==> config.mk <==
export PLATFORM = sky130hd
export DESIGN_NAME = vfload_decoder
export DESIGN_NICKNAME = d
export VERILOG_FILES = /design/src/rtl/vfload_pkg.sv /design/src/rtl/vfload_split.sv /design/src/rtl/vfload_vcheck.sv /design/src/rtl/vfload_decoder.sv
export SDC_FILE = /design/constraint.sdc
export NUM_CORES = 1
export LEC_CHECK = 0
export ABC_AREA = 1
export ABC_CLOCK_PERIOD_IN_PS = 1560
export BUFFER_PORTS_ARGS = -buffer_cell sky130_fd_sc_hd__buf_2
export CORE_UTILIZATION = 52
export DETAILED_ROUTE_END_ITERATION = 8
export PLACE_DENSITY_LB_ADDON = 0.15
export SYNTH_ARGS = -nofsm -noshare
export SYNTH_HDL_FRONTEND = slang
export SYNTH_HIERARCHICAL = 1
export SYNTH_SLANG_ARGS = --single-unit
==> constraint.sdc <==
create_clock -name clk_i -period 1.56 [get_ports clk_i]
set_input_delay 0.39 -clock clk_i [delete_from_list [all_inputs] [get_ports clk_i]]
set_output_delay 0.39 -clock clk_i [all_outputs]
set_load 0.05 [all_outputs]
==> src/rtl/vfload_pkg.sv <==
package vfload_pkg;
  localparam logic [6:0] OPC_LOAD_FP = 7'b0000111;
  localparam int NUM_FP_EXT = 4;

  localparam logic [4:0] SUB_PLAIN = 5'b00000;
  localparam logic [4:0] SUB_WHOLE = 5'b01000;
  localparam logic [4:0] SUB_MASK  = 5'b01011;
  localparam logic [4:0] SUB_FOF   = 5'b10000;

  typedef enum logic [2:0] {
    MODE_UNIT      = 3'd0,
    MODE_IDX_UNORD = 3'd1,
    MODE_STRIDED   = 3'd2,
    MODE_IDX_ORD   = 3'd3,
    MODE_WHOLE     = 3'd4,
    MODE_MASK      = 3'd5,
    MODE_FOF       = 3'd6
  } ld_mode_e;

  // bit order matches the instruction word
  typedef struct packed {
    logic [2:0] nf;
    logic       mew;
    logic [1:0] mop;
    logic       vm;
    logic [4:0] sub;
    logic [4:0] rs1;
    logic [2:0] width;
    logic [4:0] rd;
    logic [6:0] opc;
  } ld_word_t;

  typedef struct packed {
    logic       is_fp;
    logic       is_vec;
    logic       illegal;
    ld_mode_e   mode;
    logic [2:0] size;
    logic [3:0] nfields;
    logic       vm;
    logic [4:0] rd;
    logic [4:0] rs1;
    logic [4:0] rs2;
  } dec_res_t;
endpackage

==> src/rtl/vfload_split.sv <==
module vfload_split
  import vfload_pkg::*;
(
  input  logic [31:0] instr_i,
  output ld_word_t    word_o,
  output logic        in_space_o,
  output logic        fp_width_o,
  output logic [1:0]  eew_o
);
  assign word_o     = ld_word_t'(instr_i);
  assign in_space_o = (word_o.opc == OPC_LOAD_FP);
  assign fp_width_o = (word_o.width >= 3'd1) && (word_o.width <= 3'd4);

  always_comb begin
    unique case (word_o.width)
      3'd5:    eew_o = 2'd1;
      3'd6:    eew_o = 2'd2;
      3'd7:    eew_o = 2'd3;
      default: eew_o = 2'd0;
    endcase
  end
endmodule

==> src/rtl/vfload_vcheck.sv <==
module vfload_vcheck
  import vfload_pkg::*;
(
  input  ld_word_t word_i,
  input  logic     vec_en_i,
  output ld_mode_e mode_o,
  output logic     bad_o
);
  logic grp_ok;

  // group size nf+1 must be a power of two up to 8
  assign grp_ok = (word_i.nf == 3'd0) || (word_i.nf == 3'd1) ||
                  (word_i.nf == 3'd3) || (word_i.nf == 3'd7);

  always_comb begin
    bad_o  = !vec_en_i || word_i.mew;
    mode_o = MODE_UNIT;
    unique case (word_i.mop)
      2'b01: mode_o = MODE_IDX_UNORD;
      2'b10: mode_o = MODE_STRIDED;
      2'b11: mode_o = MODE_IDX_ORD;
      default: begin
        unique case (word_i.sub)
          SUB_PLAIN: mode_o = MODE_UNIT;
          SUB_FOF:   mode_o = MODE_FOF;
          SUB_WHOLE: begin
            mode_o = MODE_WHOLE;
            // alignment: low vd bits covered by nf must be clear
            if (!word_i.vm || !grp_ok || ((word_i.rd[2:0] & word_i.nf) != 3'd0))
              bad_o = 1'b1;
          end
          SUB_MASK: begin
            mode_o = MODE_MASK;
            if (!word_i.vm || (word_i.nf != 3'd0)) bad_o = 1'b1;
          end
          default: bad_o = 1'b1;
        endcase
      end
    endcase
  end
endmodule

==> src/rtl/vfload_decoder.sv <==
module vfload_decoder
  import vfload_pkg::*;
#(
  parameter int XLEN = 32
) (
  input  logic            clk_i,
  input  logic            rst_ni,
  input  logic            valid_i,
  input  logic [31:0]     instr_i,
  input  logic [3:0]      ext_en_i,
  input  logic            vec_en_i,
  output logic            valid_o,
  output logic            is_fp_o,
  output logic            is_vec_o,
  output logic            illegal_o,
  output logic [2:0]      mode_o,
  output logic [2:0]      size_o,
  output logic [3:0]      nfields_o,
  output logic            vm_o,
  output logic [4:0]      rd_o,
  output logic [4:0]      rs1_o,
  output logic [4:0]      rs2_o,
  output logic [XLEN-1:0] imm_o
);
  localparam int IMM_W = 12;

  ld_word_t        word;
  logic            in_space, fp_width;
  logic [1:0]      eew;
  ld_mode_e        vmode;
  logic            vbad;
  logic [NUM_FP_EXT-1:0] fp_hit;
  logic            fp_ok;
  dec_res_t        res_d, res_q;
  logic [XLEN-1:0] imm_d, imm_q;
  logic            valid_q;

  vfload_split u_split (
    .instr_i    (instr_i),
    .word_o     (word),
    .in_space_o (in_space),
    .fp_width_o (fp_width),
    .eew_o      (eew)
  );

  vfload_vcheck u_vcheck (
    .word_i   (word),
    .vec_en_i (vec_en_i),
    .mode_o   (vmode),
    .bad_o    (vbad)
  );

  // one enable lane per scalar precision; width value i+1 maps to lane i
  for (genvar i = 0; i < NUM_FP_EXT; i++) begin : g_fp_lane
    assign fp_hit[i] = ext_en_i[i] && (word.width == 3'(i + 1));
  end
  assign fp_ok = |fp_hit;

  always_comb begin
    res_d = '0;
    imm_d = '0;
    if (in_space) begin
      if (fp_width) begin
        if (fp_ok) begin
          res_d.is_fp = 1'b1;
          res_d.size  = word.width;
          res_d.rd    = word.rd;
          res_d.rs1   = word.rs1;
          imm_d = {{(XLEN-IMM_W){instr_i[31]}}, instr_i[31:20]};
        end else begin
          res_d.illegal = 1'b1;
        end
      end else if (vbad) begin
        res_d.illegal = 1'b1;
      end else begin
        res_d.is_vec  = 1'b1;
        res_d.mode    = vmode;
        res_d.size    = {1'b0, eew};
        res_d.nfields = {1'b0, word.nf} + 4'd1;
        res_d.vm      = word.vm;
        res_d.rd      = word.rd;
        res_d.rs1     = word.rs1;
        res_d.rs2     = (word.mop == 2'b00) ? 5'd0 : word.sub;
      end
    end
  end

  always_ff @(posedge clk_i or negedge rst_ni) begin
    if (!rst_ni) begin
      valid_q <= 1'b0;
      res_q   <= '0;
      imm_q   <= '0;
    end else begin
      valid_q <= valid_i;
      if (valid_i) begin
        res_q <= res_d;
        imm_q <= imm_d;
      end
    end
  end

  assign valid_o   = valid_q;
  assign is_fp_o   = res_q.is_fp;
  assign is_vec_o  = res_q.is_vec;
  assign illegal_o = res_q.illegal;
  assign mode_o    = res_q.mode;
  assign size_o    = res_q.size;
  assign nfields_o = res_q.nfields;
  assign vm_o      = res_q.vm;
  assign rd_o      = res_q.rd;
  assign rs1_o     = res_q.rs1;
  assign rs2_o     = res_q.rs2;
  assign imm_o     = imm_q;
endmodule

Word level (Yosys, flattened, before mapping) --
Index checks and enable logic that the tools add are counted.
Operators by class: add/sub/neg operators 1, order comparisons 2, equality and inequality tests 17, muxes and demuxes 27, bitwise operators 1, reductions and logical operators 23
Operators by type and width (count):
- two-way mux 32 bit | 3
- two-way mux 29 bit | 1
- two-way mux 26 bit | 1
- two-way mux 10 bit | 2
- one-hot mux 3 bit (3 select lines) | 2
- equality test 3 bit (second input constant) | 5
- two-way mux 5 bit | 3
- equality test 5 x 4 -> 1 bit (second input constant) | 2
- two-way mux 1 bit | 10
- equality test 3 x 2 -> 1 bit (second input constant) | 3
- two-way mux 3 bit | 3
- equality test 7 x 3 -> 1 bit (second input constant) | 1
- logical OR 1 bit | 7
- equality test 3 x 1 -> 1 bit (second input constant) | 2
- one-hot mux 2 bit (3 select lines) | 1
- nonzero test 3 bit | 2
- equality test 5 bit (second input constant) | 1
- logical AND 1 bit | 5
- logical NOT 5 bit | 1
- adder 3 x 1 -> 4 bit (second input constant) | 1
- equality test 2 bit (second input constant) | 2
- OR reduction 4 bit | 1
- AND 3 bit | 1
- >= comparator 3 x 1 -> 1 bit (second input constant) | 1
- 8 further kinds | 10
Storage, ports and cells: flip-flop bits (word level) 62, logic and storage cells 83

Longest topological paths before layout --
Gate-level depths: netlist of run 1.
depth after elaboration 13, gate-level depth with buffers 15, mapped depth without buffers 14

Cells and area by module --
The synthesis of run 1 kept the hierarchy.
Modules (own cells, without submodules):
- vfload_decoder | times used 1, cells each 223, area an instance 2009.4 um^2
- vfload_split | times used 1, cells each 54, area an instance 330.3 um^2
- vfload_vcheck | times used 1, cells each 40, area an instance 190.2 um^2

Worst setup path after synthesis of run 1 --
No wires, ideal clock.
path type register to output, start point register imm_o[30] (netlist name), end point output port imm_o[12], arrival time 1233 ps, data required time 1170 ps, slack -63 ps, cell stages (with the launch flop) 2, path buffers 1, cell sequence dfrtp_1 > buf_4
RTL lines:
- end, declared | RTL line vfload_decoder.sv:23 | output logic [XLEN-1:0] imm_o

==> results of run 1 <==
## layer usage
layer  global-route usage  part of all wire  up-vias
li1                     -                 -     1094
met1                0.290              0.45      991
met2                0.361              0.48       79
met3               0.0527             0.062        2
met4               0.0667            0.0028        0
met5                    0                 0        -
## flip-flops by register name, summed over array words and instances, names as in the netlist
| signal | flops |
|---|---|
| illegal_o | 1 |
| valid_o | 1 |
| size_o | 3 |
| rs2_o | 5 |
| rd_o | 5 |
| rs1_o | 5 |
| nfields_o | 4 |
| mode_o | 3 |
| imm_o | 12 |
| vm_o | 1 |
| is_vec_o | 1 |
| is_fp_o | 1 |
## repair_timing
item | CTS | global route
gates resized for setup | 0 | 2
setup endpoints to repair | 0 | 27
buffers inserted | 0 | 2
## worst max-delay path, cell delays in order (launching register included)
cell                       delay [ns]
sky130_fd_sc_hd__dfrtp_2         0.37
sky130_fd_sc_hd__clkbuf_4        0.18
sky130_fd_sc_hd__buf_2           0.27
## cell type report
cell class                      count  area (µm²)  area share
Sequential cell                    42        1050       0.354
Tap cell                           52        65.1      0.0219
Timing Repair Buffer              126         746       0.251
Clock inverter                      3        21.3     0.00715
Inverter                           22        82.6      0.0277
Multi-Input combinational cell    189         941       0.316
Clock buffer                        5        68.8      0.0231
## cells in the final DEF (no fill, tap or decap), types with 4 or more instances in the layout
| master | instances |
|---|---|
| sky130_fd_sc_hd__nand3_1 | 9 |
| sky130_fd_sc_hd__nand4_1 | 15 |
| sky130_fd_sc_hd__inv_1 | 15 |
| sky130_fd_sc_hd__nor2_1 | 16 |
| sky130_fd_sc_hd__a32o_1 | 5 |
| sky130_fd_sc_hd__buf_2 | 100 |
| sky130_fd_sc_hd__clkbuf_8 | 5 |
| sky130_fd_sc_hd__inv_2 | 7 |
| sky130_fd_sc_hd__nand3b_1 | 11 |
| sky130_fd_sc_hd__o21ai_1 | 8 |
| sky130_fd_sc_hd__buf_12 | 4 |
| sky130_fd_sc_hd__buf_4 | 20 |
| sky130_fd_sc_hd__nand2_1 | 105 |
| sky130_fd_sc_hd__dfrtp_1 | 41 |
## per-stage QoR
stage               setup slack (ns)   util  hold WS (ns)
floorplan                     0.0160      -        0.0944
global placement              -0.125  0.640         0.327
detailed placement            -0.187  0.640         0.332
CTS                           0.0273  0.660       0.00108
global route                -0.00435  0.665        0.0133
finish                        0.0547  0.665       0.00369
## how the worst max path moves through the flow
stage                     startpoint              endpoint  slack [ns]  depth (start not counted)
2_1_floorplan            instr_i[22]   rd_o[0]$_DFFE_PN0P_        0.02                         14
3_3_place_gp             instr_i[23]  rs2_o[3]$_DFFE_PN0P_       -0.13                         13
3_5_place_dp             instr_i[23]  rs2_o[0]$_DFFE_PN0P_       -0.19                         13
4_1_cts        imm_o[30]$_DFFE_PN0P_             imm_o[30]        0.03                          1
5_1_grt        imm_o[30]$_DFFE_PN0P_             imm_o[25]      -0.004                          2
6_report       imm_o[30]$_DFFE_PN0P_             imm_o[25]        0.05                          2
## where the power goes
part | total, µW | leakage [µW] | internal, µW | switching [µW]
sequential | 1090 | 0.000583 | 1090 | 0.843
combinational | 303 | 0.00120 | 117 | 185
clock | 699 | 0.0000441 | 314 | 384
==> flow_summary.rst, run 1 <==
.. list-table::
   :header-rows: 1

   * - Metric
     - Value
   * - Vias
     - 2,166
   * - Cell leakage power
     - 0.00183 µW
   * - Final period util
     - 0.965
   * - Minimum setup slack among reg-to-reg paths
     - 0.74 ns
   * - Failing checks
     - design-rule violations
   * - Fin area
     - 0.00298 mm²
   * - Post-Syn Area per Cell
     - 7.99 µm²
   * - Antenna violations before repair
     - 0
   * - Placed cell areas
     - 0.00286 mm²
   * - Number of global-route vias before repair
     - 1,933
   * - Detailed-router iteration count before antenna repair
     - 8
   * - Total of max-cap violations
     - 0
   * - Largest voltage drop on the vdd net
     - 0.475 mV
   * - Post-Place Cells
     - 429
   * - Worst reg2reg path startpoint
     - imm_o[30]$_DFFE_PN0P_
   * - Number of top-level pins
     - 102
   * - Detailed router's first-iteration violation count
     - 144
   * - Number of antenna diodes
     - 0
   * - Number of antenna-violating nets in the routed design
     - 0
   * - TritonCTS clock tree
     - done
   * - Largest net degree at the start of global routing
     - 29
   * - Total number of placement rows
     - 24
   * - Area growth, synth to finish
     - 20.2%
   * - Final global-route overflow total
     - 0
   * - Data required time at the worst endpoint
     - 1.17 ns
   * - Status
     - finished, violations left
   * - CTS Hold Buffers Added
     - 0
   * - Initial standard-cell utilization of the core
     - 0.554
   * - Horizontal die dimension
     - 71.0 µm
   * - Maximum count of clock buffers along a single path
     - 2
   * - H-tree level count
     - 2
   * - Number of pins exceeding their max-slew limit in the final report
     - 0
   * - Count of non-filler cells in the finished layout
     - 439
   * - YS warnings
     - 6
   * - Floorplan die height
     - 71.0 µm
   * - Cell count of the worst reg-to-reg path
     - 3
   * - Power density of the placed cells
     - 703 mW/mm²
   * - Detailed Place HPWL
     - 3.94 mm
   * - Power Total
     - 2090 µW
   * - Clock Sinks
     - 42
   * - Total Wirelength
     - 5.33 mm
   * - Final count of negative-setup-slack endpoints
     - 0
   * - TritonCTS Buffers
     - 5
   * - Port bufs
     - 101
   * - Worst min-delay path class
     - in -> async
   * - Peak fanout along the critical path
     - 11
   * - Final clock skew
     - 0 ns
   * - Via density per instance
     - 4.93
   * - Data arrival time at the worst-slack endpoint
     - 1.12 ns
   * - Fillers
     - 373
   * - Mean routed wirelength per cell
     - 12.1 µm
   * - Startpoint type of the worst setup path
     - flip-flop
   * - Tightest Pin Transition
     - 0.404 ns
   * - Post-detailed-route DRC marker count
     - 10
   * - Area of the core
     - 0.00447 mm²
   * - Post-Syn Area
     - 0.00248 mm²
   * - Weighted congestion at the end of routability-driven global placement
     - 0.784
   * - Clock latency of the later-clocked register in the worst-skew pair
     - 0.29 ns
   * - Relative slew slack
     - 0.731
   * - Synthesized Nets
     - 351
   * - First-pass GRT wire length
     - 8.69 mm
   * - Clock period minus final worst setup slack
     - 1.51 ns
   * - Overall Global Routing Usage
     - 0.220
   * - Clock tree root driver cell
     - sky130_fd_sc_hd__clkbuf_8
   * - Total Neg Setup Slack
     - 0 ns
   * - Post-layout nets
     - 427
   * - Proportion of layout cells with a drive suffix above 1
     - 0.406
   * - Count of endpoints failing hold in the final timing report
     - 0
   * - Timing-limited maximum frequency
     - 0.664 GHz
   * - Clock input transition at the sequential cells of the worst setup and hold paths
     - 0.09 ns
   * - Kind of end point of the critical path
     - output port
   * - Area of the die
     - 0.00504 mm²
   * - Critical setup path kind
     - reg -> out
   * - Endpoint of the worst register-to-register path
     - imm_o[30]$_DFFE_PN0P_
   * - Number of cells produced by synthesis
     - 310
(Power assumes the default switching activity.)
==> inputs of run 2 (changes only) <==
--- a/config.mk
+++ b/config.mk
@@ -5,12 +5,11 @@
 export SDC_FILE = /design/constraint.sdc
 export NUM_CORES = 1
 export LEC_CHECK = 0
-export ABC_AREA = 1
 export ABC_CLOCK_PERIOD_IN_PS = 1560
 export BUFFER_PORTS_ARGS = -buffer_cell sky130_fd_sc_hd__buf_2
-export CORE_UTILIZATION = 52
+export CORE_UTILIZATION = 51
 export DETAILED_ROUTE_END_ITERATION = 8
-export PLACE_DENSITY_LB_ADDON = 0.15
+export PLACE_DENSITY = 0.93
 export SYNTH_ARGS = -nofsm -noshare
 export SYNTH_HDL_FRONTEND = slang
 export SYNTH_HIERARCHICAL = 1
==> flow_summary.rst, run 2 <==
.. list-table::
   :header-rows: 1

   * - Metric
     - Value
   * - Number of global-route vias before repair
     - 2,092 (+8.2%)
   * - Antenna violations before repair
     - 0 (unchanged)
   * - Peak fanout along the critical path
     - 6 (-5)
   * - Worst reg2reg path startpoint
     - size_o[0]$_DFFE_PN0P_
   * - CP Cell Sequence
     - buf_2, nand2b_4, a222oi_1, nand3_1, a31o_1, nor4bb_4, buf_4, buf_6, a22oi_1, o21ai_1
   * - Worst min-delay path class
     - in -> async
   * - Weighted congestion at the end of routability-driven global placement
     - 0.850 (+8.5%)
   * - Number of antenna diodes
     - 0 (unchanged)
   * - Startpoint type of the worst setup path
     - input pin
   * - Relative slew slack
     - 0.619 (-0.111)
   * - Final core utilization
     - 0.727 (+0.0613)
   * - Horizontal die dimension
     - 69.6 µm (-2.0%)
   * - Buffers plus inverters on the worst setup path
     - 3 (+1)
   * - Final Worst Setup Slack
     - -0.216 ns (-0.271 ns)
   * - Count of non-filler cells in the finished layout
     - 378 (-14%)
   * - Clock Sinks
     - 42 (unchanged)
   * - Overall Global Routing Usage
     - 0.274 (+0.0545)
   * - Critical setup path kind
     - in -> reg
   * - Area of the core
     - 0.00438 mm² (-2.0%)
   * - Status
     - finished, violations left
   * - Post-detailed-route DRC marker count
     - 0 (-10)
   * - Largest voltage drop on the vdd net
     - 0.607 mV (+28%)
   * - Clock latency of the later-clocked register in the worst-skew pair
     - 0.30 ns (about the same)
   * - Kind of end point of the critical path
     - flip-flop
   * - Fin area
     - 0.00319 mm² (+7.0%)
   * - Internal Dissipation
     - 1890 µW (+24%)
   * - Mean routed wirelength per cell
     - 17.6 µm (+45%)
   * - Port bufs
     - 101 (unchanged)
   * - TritonCTS Buffers
     - 5 (unchanged)
   * - Combinational group share of total power
     - 0.135 (-0.010)
   * - Final clock skew
     - 0 ns (unchanged)
   * - Detailed-router iteration count before antenna repair
     - 4 (-4)
   * - Data arrival time at the worst-slack endpoint
     - 2.01 ns (+0.89 ns)
   * - Synthesized Nets
     - 267 (-24%)
   * - Post-Place Cells
     - 366 (-15%)
   * - Family with the most delay on the worst path
     - compound AO/OA/AOI/OAI gates
   * - Proportion of layout cells with a drive suffix above 1
     - 0.564 (+0.159)
   * - Count of endpoints failing hold in the final timing report
     - 0 (unchanged)
   * - Minimum setup slack among reg-to-reg paths
     - 0.63 ns (-0.11 ns)
   * - Endpoint of the worst register-to-register path
     - size_o[0]$_DFFE_PN0P_
   * - Total number of placement rows
     - 24 (unchanged)
   * - Floorplan die height
     - 69.6 µm (-2.0%)
   * - Switching Power
     - 578 µW (+1.4%)
   * - RSZ-0062 raised after global routing
     - yes
   * - Final global-route overflow total
     - 0 (unchanged)
   * - Placed cell areas
     - 0.00286 mm² (-0.13%)
   * - Largest net degree at the start of global routing
     - 25 (-14%)
   * - Switching part of the total power
     - 0.235 (-0.0379)
   * - Final hold slack
     - 0.0688 ns (+0.0651 ns)
   * - First-pass GRT wire length
     - 10.2 mm (+17%)
   * - Final count of negative-setup-slack endpoints
     - 40 (+40)
   * - Data required time at the worst endpoint
     - 1.80 ns (+0.63 ns)
   * - Power density of the placed cells
     - 773 mW/mm² (+10%)
   * - Max FFs per register
     - 12 (unchanged)
   * - Total of max-cap violations
     - 0 (unchanged)
   * - Total Wirelength
     - 6.66 mm (+25%)
   * - Number of cells produced by synthesis
     - 226 (-27%)
   * - Post-Syn Area
     - 0.00233 mm² (-5.9%)
   * - TritonCTS clock tree
     - done
   * - Cell count of the worst reg-to-reg path
     - 3 (unchanged)
   * - Largest incremental delay on the critical path
     - 0.28 ns (-0.09 ns)
   * - Maximum count of clock buffers along a single path
     - 2 (unchanged)
   * - Number of antenna-violating nets in the routed design
     - 0 (unchanged)
   * - Area growth, synth to finish
     - 36.6%
   * - Area of the die
     - 0.00485 mm² (-3.9%)
   * - Top library cells by usage in the layout, fill and taps aside
     - 94 x sky130_fd_sc_hd__buf_2, 42 x sky130_fd_sc_hd__buf_4, 41 x sky130_fd_sc_hd__dfrtp_1
   * - Tightest Pin Transition
     - 0.571 ns (+0.168 ns)
   * - Vias
     - 2,176 (+0.46%)
   * - Cell leakage power
     - 0.00168 µW (-7.9%)
   * - Most frequent standard cell in the layout excluding fill and tap cells
     - sky130_fd_sc_hd__buf_2
   * - Final period util
     - 1.14 (+0.173)
   * - Failing checks
     - negative setup slack
   * - Clock period minus final worst setup slack
     - 1.78 ns (+0.271 ns)
   * - Crit-path slowest cell
     - sky130_fd_sc_hd__a31o_1
   * - Clock input transition at the sequential cells of the worst setup and hold paths
     - 0.08 ns (about the same)
   * - Timing-limited maximum frequency
     - 0.563 GHz (-15%)
   * - Clock tree root driver cell
     - sky130_fd_sc_hd__clkbuf_8
   * - Number of top-level pins
     - 102 (unchanged)
   * - Via density per instance
     - 5.76 (+17%)
   * - Post-Syn Area per Cell
     - 10.3 µm² (+29%)
   * - Initial standard-cell utilization of the core
     - 0.532 (-0.0217)
   * - H-tree level count
     - 2 (unchanged)
   * - Post-layout nets
     - 366 (-14%)
   * - Number of pins exceeding their max-slew limit in the final report
     - 0 (unchanged)
   * - Detailed Place HPWL
     - 4.53 mm (+15%)
   * - Sequential Power Share
     - 0.443 (-0.078)
   * - YS warnings
     - 6 (unchanged)
   * - Proportion of power drawn by the clock network
     - 0.422 (+0.088)
   * - Detailed router's first-iteration violation count
     - 124 (-14%)
==> run 2: final cells by class <==
class / count / area [µm²]
tap: 52 / 65.1
fill: 298 / 1200
sequential: 42 / 1050
timing repair buffer: 149 / 941
clock inverter: 3 / 68.8
clock buffer: 5 / 68.8
multi-input combinational: 122 / 971
inverter: 5 / 18.8
==> run 2: how the worst max path moves through the flow <==
stage	cells past startpoint	slack (ns)	from	to
after detailed placement	8	-0.58	instr_i[20]	rs2_o[2]$_DFFE_PN0P_
final	10	-0.22	instr_i[30]	rs1_o[1]$_DFFE_PN0P_
after global placement	8	-0.52	instr_i[20]	rs2_o[0]$_DFFE_PN0P_
after CTS	8	-0.18	instr_i[6]	rs1_o[4]$_DFFE_PN0P_
after floorplan	6	-0.43	instr_i[5]	rs2_o[0]$_DFFE_PN0P_
after global routing	9	-0.29	instr_i[20]	rd_o[4]$_DFFE_PN0P_
==> run 2: per-layer routing <==
metal,wire length [µm],track usage,share of wire,up-vias
met5,0,0,0,-
met4,349,0.133,0.052,0
met3,431,0.0436,0.065,26
met2,3420,0.492,0.51,120
met1,2460,0.317,0.37,1064
li1,-,-,-,966
==> run 2: repair_timing <==
item | in CTS | in global routing
endpoints found under the setup margin | 40 | 61
hold buffers | 0 | 0
setup buffers | 1 | 2
resized for setup | 27 | 12
gates cloned | 1 | 0
pin swaps | 10 | 4
==> run 2: power by group through the flow <==
stage | registers [µW] | clock network, µW | logic, µW
after global routing | 1090 | 1100 | 357
after global placement | 1110 | 0 | 288
after detailed placement | 1110 | 0 | 297
final | 1090 | 1040 | 333
after floorplan | 1120 | 0 | 158
after CTS | 1090 | 1040 | 319
==> run 2: metrics by stage <==
step                TNS, ns  worst slack [ns]  power [µW]
CTS                   -5.47            -0.178        2450
global placement     -18.95            -0.523        1400
detailed placement   -20.68            -0.577        1410
floorplan            -11.55            -0.431        1280
global route          -8.55            -0.286        2550
finish                -6.46            -0.216        2460
==> inputs of run 3 (changes only) <==
--- a/config.mk
+++ b/config.mk
@@ -5,9 +5,11 @@
 export SDC_FILE = /design/constraint.sdc
 export NUM_CORES = 1
 export LEC_CHECK = 0
+export ABC_AREA = 1
 export ABC_CLOCK_PERIOD_IN_PS = 1560
 export BUFFER_PORTS_ARGS = -buffer_cell sky130_fd_sc_hd__buf_2
-export CORE_UTILIZATION = 51
+export CAP_MARGIN = 20
+export CORE_UTILIZATION = 52
 export DETAILED_ROUTE_END_ITERATION = 8
 export PLACE_DENSITY = 0.93
 export SYNTH_ARGS = -nofsm -noshare
==> flow_summary.rst, run 3 (same netlist as run 1, synthesis figures left out) <==
.. list-table::
   :header-rows: 1

   * - Metric
     - Value
   * - Overall Global Routing Usage
     - 0.237 (-0.0370)
   * - Final count of negative-setup-slack endpoints
     - 0 (-100%)
   * - Peak fanout along the critical path
     - 6 (unchanged)
   * - Clock period minus final worst setup slack
     - 1.50 ns (-0.277 ns)
   * - Detailed router's first-iteration violation count
     - 197 (+59%)
   * - Maximum count of clock buffers along a single path
     - 2 (unchanged)
   * - Startpoint type of the worst setup path
     - input pin
   * - Clock tree root driver cell
     - sky130_fd_sc_hd__clkbuf_8
   * - Via density per instance
     - 5.11 (-11%)
   * - Final hold slack
     - 0.236 ns (+0.167 ns)
   * - Final global-route overflow total
     - 0 (unchanged)
   * - Max FFs per register
     - 12 (unchanged)
   * - Clock Sinks
     - 42 (unchanged)
   * - Mean routed wirelength per cell
     - 13.5 µm (-23%)
   * - Top library cells by usage in the layout, fill and taps aside
     - 105 x sky130_fd_sc_hd__nand2_1, 100 x sky130_fd_sc_hd__buf_2, 41 x sky130_fd_sc_hd__dfrtp_1
   * - Number of antenna-violating nets in the routed design
     - 0 (unchanged)
   * - Proportion of power drawn by the clock network
     - 0.340 (-0.082)
   * - Power Total
     - 2120 µW (-14%)
   * - Switching part of the total power
     - 0.262 (+0.0270)
   * - Number of pins exceeding their max-slew limit in the final report
     - 0 (unchanged)
   * - Area of the die
     - 0.00504 mm² (+4.1%)
   * - Initial standard-cell utilization of the core
     - 0.554 (+0.0217)
   * - Port bufs
     - 101 (unchanged)
   * - Total number of placement rows
     - 24 (unchanged)
   * - Relative slew slack
     - 0.778 (+0.159)
   * - Count of endpoints failing hold in the final timing report
     - 0 (unchanged)
   * - Proportion of layout cells with a drive suffix above 1
     - 0.409 (-0.156)
   * - Critical setup path kind
     - in -> reg
   * - Antenna violations before repair
     - 0 (unchanged)
   * - First-pass GRT wire length
     - 9.43 mm (-7.5%)
   * - Floorplan die height
     - 71.0 µm (+2.0%)
   * - Worst Hold Path Cells
     - 1
   * - Detailed Place HPWL
     - 4.30 mm (-5.1%)
   * - Vias
     - 2,254 (+3.6%)
   * - Largest voltage drop on the vdd net
     - 0.273 mV (-55%)
   * - Data arrival time at the worst-slack endpoint
     - 1.73 ns (-0.28 ns)
   * - Largest net degree at the start of global routing
     - 23 (-8.0%)
   * - Power density of the placed cells
     - 711 mW/mm² (-8.1%)
   * - TritonCTS Buffers
     - 5 (unchanged)
   * - Failing checks
     - design-rule violations
   * - Area growth, synth to finish
     - 20.3%
   * - RSZ-0062 raised after global routing
     - no
   * - Data required time at the worst endpoint
     - 1.79 ns (about the same)
   * - Combinational group share of total power
     - 0.145 (+0.010)
   * - Most frequent standard cell in the layout excluding fill and tap cells
     - sky130_fd_sc_hd__nand2_1
   * - Endpoint of the worst register-to-register path
     - imm_o[30]$_DFFE_PN0P_
   * - Post-detailed-route DRC marker count
     - 4 (+4)
   * - Detailed-router iteration count before antenna repair
     - 6 (+2)
   * - Total Wirelength
     - 5.95 mm (-11%)
   * - Clock latency of the later-clocked register in the worst-skew pair
     - 0.30 ns (about the same)
   * - Number of global-route vias before repair
     - 2,074 (-0.86%)
   * - Sequential Power Share
     - 0.515 (+0.072)
   * - Post-layout nets
     - 429 (+17%)
   * - Clock input transition at the sequential cells of the worst setup and hold paths
     - 0.07 ns (about the same)
   * - TritonCTS clock tree
     - done
   * - Number of top-level pins
     - 102 (unchanged)
   * - Cell count of the worst reg-to-reg path
     - 3 (unchanged)
   * - Kind of end point of the critical path
     - flip-flop
   * - Worst min-delay path class
     - in -> reg
   * - Worst reg2reg path startpoint
     - imm_o[30]$_DFFE_PN0P_
   * - Worst min-delay path endpoint
     - valid_o$_DFF_PN0_
   * - Area of the core
     - 0.00447 mm² (+2.1%)
   * - Cell leakage power
     - 0.00183 µW (+9.0%)
   * - Status
     - finished, violations left
   * - Final core utilization
     - 0.666 (-0.0608)
   * - Total of max-cap violations
     - 0 (unchanged)
   * - Final clock skew
     - 0 ns (unchanged)
   * - Switching Power
     - 554 µW (-4.2%)
   * - Number of antenna diodes
     - 0 (unchanged)
   * - Worst min-delay path startpoint
     - valid_i
   * - Final period util
     - 0.961 (-0.177)
   * - H-tree level count
     - 2 (unchanged)
   * - Weighted congestion at the end of routability-driven global placement
     - 0.819 (-3.8%)
   * - Tightest Pin Transition
     - 0.333 ns (-0.238 ns)
   * - Timing-limited maximum frequency
     - 0.667 GHz (+18%)
   * - Internal Dissipation
     - 1560 µW (-17%)
   * - Horizontal die dimension
     - 71.0 µm (+2.0%)
   * - Minimum setup slack among reg-to-reg paths
     - 0.76 ns (+0.13 ns)
## run 3: cell types whose count changed in the layout (fill, tap and decap cells not counted), sizes merged, moves of 12 or more
cell	delta
nand2	+82
o2bb2ai	-15
inv	+17
nand4	+16
buf	-23
nor2	+17
a22o	-12
## run 3: metrics by stage
| step | instance area (µm²) | setup slack (ns) | instances | TNS [ns] |
|---|---|---|---|---|
| final | 2980 | 0.0609 | 441 | 0 |
| after global routing | 2980 | 0.00581 | 441 | 0 |
| after CTS | 2940 | 0.00619 | 438 | 0 |
| after detailed placement | 2840 | -0.187 | 429 | -3.70 |
| after global placement | 2840 | -0.167 | 429 | -3.21 |
| after floorplan | 2490 | 0.0160 | 310 | 0 |
## run 3: power by group through the flow
stage          Sequential (µW)  Clock, µW  Combinational [µW]
6_report                  1090        720                 307
5_1_grt                   1090        773                 336
4_1_cts                   1090        728                 300
3_5_place_dp              1110          0                 297
3_3_place_gp              1110          0                 290
2_1_floorplan             1120          0                 196
## run 3: layer usage
layer	vias to the layer above	routed length, µm	share of wire	track usage
li1	1101	-	-	-
met1	1056	2570	0.43	0.307
met2	86	2980	0.50	0.410
met3	11	302	0.051	0.0427
met4	0	93	0.016	0.0667
met5	-	0	0	0
## run 3: worst max-delay path by stage
stage	start	end	slack [ns]	cells after the start
2_1_floorplan	instr_i[22]	rd_o[0]$_DFFE_PN0P_	0.02	14
6_report	instr_i[23]	mode_o[1]$_DFFE_PN0P_	0.06	13
4_1_cts	imm_o[30]$_DFFE_PN0P_	imm_o[19]	0.006	1
3_5_place_dp	instr_i[23]	rs2_o[3]$_DFFE_PN0P_	-0.19	13
3_3_place_gp	instr_i[23]	rs2_o[4]$_DFFE_PN0P_	-0.17	13
5_1_grt	instr_i[23]	mode_o[2]$_DFFE_PN0P_	0.006	13
## run 3: area by class of cell
type                            instances  area, µm²
Timing Repair Buffer                  128        742
Sequential cell                        42       1050
Tap cell                               52       65.1
Clock inverter                          1       5.00
Clock buffer                            7       86.3
Fill cell                             363       1500
Multi-Input combinational cell        189        946
Inverter                               22       82.6
## run 3: timing repair
action | in CTS | in global routing
resized for setup | 0 | 5
setup endpoints to repair | 0 | 32
hold endpoints to repair | 13 | 0
setup buffers | 0 | 3
hold buffers | 1 | 0
## run 3: critical path, cell delays in order
cell	delay, ns
sky130_fd_sc_hd__buf_2	0.13
sky130_fd_sc_hd__inv_2	0.05
sky130_fd_sc_hd__nor2_2	0.09
sky130_fd_sc_hd__nand3_2	0.10
sky130_fd_sc_hd__nor2_1	0.13
sky130_fd_sc_hd__nor2_1	0.07
sky130_fd_sc_hd__nand2_1	0.07
sky130_fd_sc_hd__nand2_1	0.05
sky130_fd_sc_hd__nand2_1	0.07
sky130_fd_sc_hd__nand2_2	0.07
sky130_fd_sc_hd__nor2_4	0.20
sky130_fd_sc_hd__buf_6	0.13
sky130_fd_sc_hd__a32o_1	0.17
